### config.mk
export PLATFORM = sky130hd
export DESIGN_NAME = line_brownout_sup
export DESIGN_NICKNAME = d
export VERILOG_FILES = /design/src/rtl/line_brownout_pkg.sv /design/src/rtl/bo_sag_qualifier.sv /design/src/rtl/bo_permit_fsm.sv /design/src/rtl/line_brownout_sup.sv
export SDC_FILE = /design/constraint.sdc
export NUM_CORES = 1
export LEC_CHECK = 0
export BUFFER_PORTS_ARGS = -buffer_cell sky130_fd_sc_hd__buf_2
export CELL_PAD_IN_SITES_DETAIL_PLACEMENT = 1
export CELL_PAD_IN_SITES_GLOBAL_PLACEMENT = 2
export CORE_ASPECT_RATIO = 0.5
export CORE_MARGIN = 2
export CORE_UTILIZATION = 39
export DETAILED_ROUTE_END_ITERATION = 10
export PLACE_DENSITY_LB_ADDON = 0.1
export SYNTH_ARGS = -nofsm -noshare
export SYNTH_HDL_FRONTEND = slang
export SYNTH_SLANG_ARGS = --single-unit
### constraint.sdc
create_clock -name clk_i -period 3.2 [get_ports clk_i]
set_clock_uncertainty 0.15 [all_clocks]
set_input_delay 0.64 -clock clk_i [delete_from_list [all_inputs] [get_ports clk_i]]
set_output_delay 0.64 -clock clk_i [all_outputs]
set_load 0.01 [all_outputs]
### src/rtl/line_brownout_pkg.sv
package line_brownout_pkg;

  typedef enum logic [1:0] {
    BO_IDLE  = 2'd0,
    BO_RUN   = 2'd1,
    BO_DRAIN = 2'd2
  } bo_state_e;

  // True when the sag count has reached the last cycle of the window.
  function automatic logic window_last(input int unsigned count, input int unsigned window);
    return (count + 1) >= window;
  endfunction

  // A state in which the power stage may switch.
  function automatic logic state_runs(input bo_state_e st);
    return (st == BO_RUN) || (st == BO_DRAIN);
  endfunction

endpackage

### src/rtl/bo_sag_qualifier.sv
module bo_sag_qualifier
  import line_brownout_pkg::*;
#(
  parameter int unsigned BLANK_CYCLES = 32
) (
  input  logic clk_i,
  input  logic rst_ni,
  input  logic enable_i,
  input  logic below_stop_i,
  output logic sag_qualified_o
);

  localparam int unsigned CNT_W = (BLANK_CYCLES > 1) ? $clog2(BLANK_CYCLES) : 1;

  logic [CNT_W-1:0] sag_cnt_q;
  logic             sag_active;
  logic             sag_restart;

  assign sag_active      = enable_i && below_stop_i;
  assign sag_restart     = !sag_active;
  assign sag_qualified_o = sag_active && window_last(32'(sag_cnt_q), BLANK_CYCLES);

  always_ff @(posedge clk_i) begin
    if (!rst_ni) begin
      sag_cnt_q <= '0;
    end else if (sag_restart || sag_qualified_o) begin
      sag_cnt_q <= '0;
    end else begin
      sag_cnt_q <= sag_cnt_q + 1'b1;
    end
  end

  // a break in the sag clears the count by the next cycle
  assert_sag_restart_R4: assert property (@(posedge clk_i) disable iff (!rst_ni)
    (enable_i && !below_stop_i) |=> (sag_cnt_q == '0));

  // the count only climbs one step at a time while the sag persists
  assert_sag_step_R4: assert property (@(posedge clk_i) disable iff (!rst_ni)
    (sag_active && !sag_qualified_o) |=> (32'(sag_cnt_q) == 32'($past(sag_cnt_q)) + 1));

endmodule

### src/rtl/bo_permit_fsm.sv
module bo_permit_fsm
  import line_brownout_pkg::*;
(
  input  logic      clk_i,
  input  logic      rst_ni,
  input  logic      above_start_i,
  input  logic      zero_cross_i,
  input  logic      sag_qualified_i,
  output bo_state_e state_o,
  output logic      qualify_en_o
);

  bo_state_e state_q, state_d;
  logic      start_seen;
  logic      drain_stop;

  assign start_seen = above_start_i;
  assign drain_stop = (state_q == BO_DRAIN) && !above_start_i && zero_cross_i;

  always_comb begin
    state_d = state_q;
    unique case (state_q)
      BO_IDLE:  if (start_seen) state_d = BO_RUN;
      BO_RUN:   if (sag_qualified_i) state_d = BO_DRAIN;
      BO_DRAIN: begin
        if (start_seen)      state_d = BO_RUN;
        else if (drain_stop) state_d = BO_IDLE;
      end
      default:  state_d = BO_IDLE;
    endcase
  end

  always_ff @(posedge clk_i) begin
    if (!rst_ni) state_q <= BO_IDLE;
    else         state_q <= state_d;
  end

  assign state_o      = state_q;
  assign qualify_en_o = (state_q == BO_RUN);

  // stopped stays stopped without the start flag
  assert_idle_hold_R1: assert property (@(posedge clk_i) disable iff (!rst_ni)
    (state_q == BO_IDLE && !above_start_i) |=> (state_q == BO_IDLE));

  // the flag is latched only from running after a qualified sag
  assert_drain_entry_R3: assert property (@(posedge clk_i) disable iff (!rst_ni)
    (state_q == BO_RUN && sag_qualified_i) |=> (state_q == BO_DRAIN));

  // with the flag latched, switching continues until a zero crossing
  assert_drain_hold_R5: assert property (@(posedge clk_i) disable iff (!rst_ni)
    (state_q == BO_DRAIN && !zero_cross_i && !above_start_i) |=> (state_q == BO_DRAIN));

  // a zero crossing with the flag latched stops switching
  assert_zc_stop_R5: assert property (@(posedge clk_i) disable iff (!rst_ni)
    (state_q == BO_DRAIN && zero_cross_i && !above_start_i) |=> (state_q == BO_IDLE));

  // start wins over a zero crossing while draining
  assert_start_priority_R8: assert property (@(posedge clk_i) disable iff (!rst_ni)
    (state_q == BO_DRAIN && above_start_i) |=> (state_q == BO_RUN));

  // a zero crossing without the flag never stops switching
  assert_zc_ignored_R6: assert property (@(posedge clk_i) disable iff (!rst_ni)
    (state_q == BO_RUN && !sag_qualified_i) |=> (state_q == BO_RUN));

endmodule

### src/rtl/line_brownout_sup.sv
module line_brownout_sup
  import line_brownout_pkg::*;
#(
  parameter int unsigned BLANK_CYCLES = 10_800_000
) (
  input  logic clk_i,
  input  logic rst_ni,
  input  logic line_above_start_i,
  input  logic line_below_stop_i,
  input  logic zero_cross_i,
  input  logic bypass_i,
  output logic run_permit_o
);

  bo_state_e sup_state;
  logic      qualify_en;
  logic      sag_qualified;
  logic      stage_runs;

  bo_sag_qualifier #(.BLANK_CYCLES(BLANK_CYCLES)) sag_i (
    .clk_i           (clk_i),
    .rst_ni          (rst_ni),
    .enable_i        (qualify_en),
    .below_stop_i    (line_below_stop_i),
    .sag_qualified_o (sag_qualified)
  );

  bo_permit_fsm fsm_i (
    .clk_i           (clk_i),
    .rst_ni          (rst_ni),
    .above_start_i   (line_above_start_i),
    .zero_cross_i    (zero_cross_i),
    .sag_qualified_i (sag_qualified),
    .state_o         (sup_state),
    .qualify_en_o    (qualify_en)
  );

  assign stage_runs   = state_runs(sup_state);
  assign run_permit_o = bypass_i || stage_runs;

  // bypass forces the permit in the same cycle
  always_comb begin
    if (rst_ni && bypass_i) assert_bypass_R9: assert (run_permit_o);
  end

  // start from idle grants the permit the cycle after
  assert_start_grant_R2: assert property (@(posedge clk_i) disable iff (!rst_ni)
    (!stage_runs && line_above_start_i) |=> stage_runs);

endmodule

Word level (Yosys, flattened, before mapping):

Index checks and enable logic that the tools add are counted.

* word-level logic and storage cells: 28
* register bits after elaboration: 26
* bits of input ports: 6
* output and inout port bits: 1

* reductions and logical operators: 12
* equal/unequal tests: 5
* muxes and demuxes: 5
* magnitude comparators: 1
* add/subtract/negate cells: 2
* bitwise operators: 1

Operator list (number)
* $ge A32 B24 Y1 const B: 1
* $add A24 B1 Y25 const B: 1
* $add A24 B1 Y24 const B: 1
* $mux W2: 4
* $pmux W2 S3: 1
* $logic_and A1 B1 Y1: 4
* $ne A2 B2 Y1 const B: 2
* $logic_or A1 B1 Y1: 3
* $ne A3 B2 Y1 const B: 1
* $reduce_and A3 Y1: 1
* $eq A2 B1 Y1 const B: 1
* $eq A2 B2 Y1 const B: 1
* $logic_not A1 Y1: 2
* $logic_not A2 Y1: 1
* $reduce_or A2 Y1: 1
* $not A1 Y1: 1

Logic depth before layout (Yosys ltp):

* depth in word-level cells: 6
* gate-level depth with buffers: 11

Hierarchy:

Synthesis repeated with hierarchy kept, for this count alone.

* cell total of the unflattened synthesis: 187
* area, all modules: 1522.7 um^2

By module, submodules not included
* bo_sag_qualifier: cells an instance 175, instances 1, area an instance 1415.1 um^2
* bo_permit_fsm: cells an instance 10, instances 1, area an instance 92.6 um^2
* line_brownout_sup: cells an instance 2, instances 1, area an instance 15.0 um^2

Worst setup path before layout:

OpenSTA, ideal clock, no wires.

* path type: reg-to-reg
* start: register sag_i.sag_cnt_q[0]
* end: register fsm_i.state_q[0], in the netlist fsm_i.state_o[0]
* path slack: 0.780 ns
* arrival time: 2.199 ns
* stages on the path, launching flop included: 10
* path buffers: 0
* data required time: 2.978 ns
* cell sequence: dfxtp_1 ha_1 nand3_1 a2111oi_0 o211ai_1 a31oi_1 o221a_2 o2111ai_2 a221oi_4 mux2i_1

* longest elaborated chain between the ends: 5

RTL lines
* start: declaration: line bo_sag_qualifier.sv:15 `logic [CNT_W-1:0] sag_cnt_q;`
* start signal: assignment: line bo_sag_qualifier.sv:29 `sag_cnt_q <= sag_cnt_q + 1'b1;`
* $add A24 B1 Y25: line line_brownout_pkg.sv:11 `return (count + 1) >= window;`
* $ge A32 B24 Y1: line line_brownout_pkg.sv:11
* $logic_and A1 B1 Y1: line bo_sag_qualifier.sv:21 `assign sag_qualified_o = sag_active && window_last(32'(sag_cnt_q), BLANK_CYCLES);`
* $ne A2 B2 Y1 (no source line)
* $reduce_and A3 Y1 (no source line)
* end signal: assignment: line bo_permit_fsm.sv:35 `else state_q <= state_d;`
* end: declaration: line bo_permit_fsm.sv:13 `bo_state_e state_q, state_d;`

Every way passes these cells.
A chain may end at the register's enable or synchronous reset.

Worst setup path in the final report:

* start: register sag_i.sag_cnt_q[0]
* end: register sag_i.sag_cnt_q[7]

* longest elaborated chain between the ends: 5
* elaborated cells between the ends (all ways): 6
* those cells by class: add/sub (2); order compare (1); reduce/logical (3)

RTL lines
* $add A24 B1 Y25: line line_brownout_pkg.sv:11
* $ge A32 B24 Y1: line line_brownout_pkg.sv:11
* $logic_and A1 B1 Y1: line bo_sag_qualifier.sv:21
* $logic_or A1 B1 Y1: line bo_sag_qualifier.sv:26 `end else if (sag_restart || sag_qualified_o) begin`
* $reduce_or A2 Y1 (no source line)

Parallel ways exist; a longest one is shown, timed or not.

==> flow_summary_export.csv <==
group,metric,value,unit
routing,drc_errors,0,
place,io_buffer_count,6,
critical_path,cp-start-kind,"register",
place,gp_congestion,0.771,
critical_path,slowest_stage,"dfxtp_1",
die,pin_count,7,
yosys,ys_seq_area_share,30.4,%
routing,antenna_left,0,
critical_path,worstPathMaxFanout,23,
critical_path,reg2reg_slack,0.30,ns
yosys,synth.most_common_cell,"dfxtp_1",
clocking,post_cts_buffers,0,
power_and_ir_drop,power_frac_clock,35.7,%
die,die_h,50.9,um
yosys,syn-mean-instance-area,9.12,um2
layout,final_net_count,204,
power_and_ir_drop,combPwrFrac,19.8,%
sta,worstMarginPinSlew,0.477,ns
critical_path,reg2reg_depth,9,
clocking,tritoncts,"done",
global_route,antenna_found_initial,0,
clocking,cts_buffers,3,
critical_path,crit_family,"compound AO/OA/AOI/OAI gates",
power_and_ir_drop,p_sw_share,27.2,%
yosys,synth_top_flop_cell,"dfxtp_1",
clocking,cts-hold-fix-buffers,0,
sta,fin_ws,0.296,ns
sta,finalHoldViolCount,0,
sta,rsz0062_at_grt,"false",
yosys,synth_top_area_share,30.4,%
place,pre_cts_ws,0.312,ns
yosys,synth-async-reset-ratio,0,%
global_route,groute.usage.overall,16.9,%
sta,period_needed,2.90,ns
critical_path,path_buf_inv,0,
die,dieArea,4970,um2
die,rows,16,
clocking,clockRootBuffer,"clkbuf_8",
sta,setup_tns,0,ns
power_and_ir_drop,powerDensity,431,nW/um2
clocking,htree_num_levels,1,
critical_path,cp_data_required_time,3.26,ns
critical_path,end_kind,"register",
sta,setup_viol,0,
yosys,synthTopCellsByArea,"dfxtp_1 (30%), nor2_4 (7.2%), xor2_1 (5.6%), xnor2_1 (5.1%), ha_1 (4.4%)",
global_route,grt_start_max_net_pins,24,
clocking,clk-insertion-delay-late,0.28,ns
place,post-dp-hpwl,2.79,mm
yosys,synth-seq-cells,26,
yosys,ys_types,47,
critical_path,reg2reg_to,"sag_i.sag_cnt_q[7]",
critical_path,crit_chain,"ha_1 -> and3_1 -> nand4_1 -> xor2_1 -> a31oi_1 -> o221a_2 -> o2111ai_2 -> nand2b_4 -> a21oi_1",
yosys,synth_area,1710,um2
worst_hold_path,hold_end,"fsm_i.state_o[1]",
global_route,grt_pass1_wl,6.64,mm
layout,area_delta_synth_final,6.42,%
critical_path,cp.arrival,2.96,ns
yosys,synth_enable_flop_cells,0,
run,maxCapViolations,0,
routing,drt-pass1-iter-count,4,
sta,hold_slack,0.366,ns
routing,vias,1345,
critical_path,critical_path_class,"reg2reg",
clocking,cts_resized,0,
die,die_x,97.8,um
worst_hold_path,hold_path_class,"reg2reg",
worst_hold_path,hp-start,"fsm_i.state_o[1]",
yosys,synth-warning-count,0,
clocking,clockBufferDepth,2,
layout,num_antenna_cells,0,
power_and_ir_drop,switchingPower,0.214,mW
global_route,grt_pass1_vias,1373,
sta,finalCritPeriodShare,90.8,%
routing,wl,3.74,mm
die,core_area,4060,um2
yosys,synthTopCellsByCount,"dfxtp_1 (26), nor2_1 (18), nand3_1 (13)",
critical_path,cpPeakStageDelay,0.44,ns
routing,viasPerCell,5.49,
sta,fmax,0.344,GHz
routing,avgRoutedWirePerCell,15.3,um
critical_path,regToRegStartpoint,"sag_i.sag_cnt_q[0]",
routing,drtIter0Drc,37,
layout,final_util,44.9,%
power_and_ir_drop,power_frac_seq,44.4,%
sta,relSlewSlack,68.0,%
power_and_ir_drop,leakage,0.630,nW
worst_hold_path,min_path_cells,2,
layout,drive_gt1_share,19.9,%
global_route,grt.overflow.total,0,
power_and_ir_drop,internal_power,0.573,mW
power_and_ir_drop,peakVddDrop,0.000203,V
clocking,cts_sinks,26,
die,initial_core_util,42.2,%
yosys,synthCells,188,
clocking,cts.clk_slew.worst_paths,0.10,ns
outcome,outcome,"complete, no violations",
yosys,synth_top_area_cell,"dfxtp_1",
power_and_ir_drop,power.total,0.787,mW
yosys,synth_nets,200,
sta,drv_slew,0,
[placed cells by master, fill, tap and decap left out, types with 2 or more instances in the layout]
cell      count
nor4_1        3
nor3_1        5
nor2_1       18
and3_1        6
inv_1         9
xor2_1       11
ha_1          6
buf_2         6
nor2_4       11
nand2_1      12
and4_1        5
clkbuf_8      3
mux2i_1       3
dfxtp_1      26
nand3_2       2
o21ai_0       2
nand4_2       2
nand4_1       4
a21oi_1       3
xnor2_1      10
nand3_1      13
a31oi_1       4
o21a_1        4
[tightest hold or removal path, cell delays in order, from the launching register on]
cell and delay, ns:
dfxtp_1 0.35, nand2_1 0.07, mux2i_1 0.06
[final cells by class]
type                    count  area (um2)
flip-flops and latches     26         520
multi-input cells         145        1090
fillers                   496        2240
clock inverters             1        30.0
clock buffers               3        41.3
well taps                  54        67.6
inverters                   9        33.8
repair buffers              7        37.5
[registers in the layout, indices dropped and copies added (netlist names)]
signal / cells
sag_i.sag_cnt_q: 24
fsm_i.state_o: 2
[power by group through the flow]
stage                     logic [mW]  clock network (mW)  registers (mW)
after floorplan                0.138                   0           0.353
after global placement         0.158                   0           0.357
after detailed placement       0.161                   0           0.358
after CTS                      0.161               0.292           0.351
after global routing           0.176               0.311           0.354
final                          0.156               0.281           0.350
[metal layers]
layer | vias up | part of all wire, % | routed length, um | global-route usage (%)
li1 | 677 | - | - | -
met1 | 644 | 52 | 1950 | 22.7
met2 | 22 | 44 | 1660 | 27.9
met3 | 2 | 3.3 | 124 | 4.51
met4 | 0 | 0.11 | 4 | 2.78
met5 | - | 0 | 0 | 0
[cell families after synthesis]
family / Yosys count / synth area share [%]
simple gates: 89 / 33.7
compound gates: 26 / 13.2
flops: 26 / 30.4
xor+xnor: 21 / 10.7
buf+inv: 17 / 5.84
fa+ha+maj: 6 / 4.38
mux: 3 / 1.75
[per-stage QoR]
step / instance area (um2) / cells
2_1_floorplan: 1710 / 188
3_3_place_gp: 1750 / 241
3_5_place_dp: 1750 / 241
4_1_cts: 1820 / 245
5_1_grt: 1820 / 245
6_report: 1820 / 245
[worst max path at each step]
| stage | start | end | slack (ns) | cells after the start |
|---|---|---|---|---|
| floorplan | sag_i.sag_cnt_q[0] | fsm_i.state_o[0] | 0.78 | 9 |
| global placement | sag_i.sag_cnt_q[0] | sag_i.sag_cnt_q[7] | 0.39 | 9 |
| detailed placement | sag_i.sag_cnt_q[0] | sag_i.sag_cnt_q[7] | 0.31 | 9 |
| CTS | sag_i.sag_cnt_q[0] | sag_i.sag_cnt_q[7] | 0.28 | 9 |
| global route | sag_i.sag_cnt_q[0] | sag_i.sag_cnt_q[7] | 0.05 | 9 |
| finish | sag_i.sag_cnt_q[0] | sag_i.sag_cnt_q[7] | 0.30 | 9 |
Note: power is estimated with default switching activity, not from simulation.
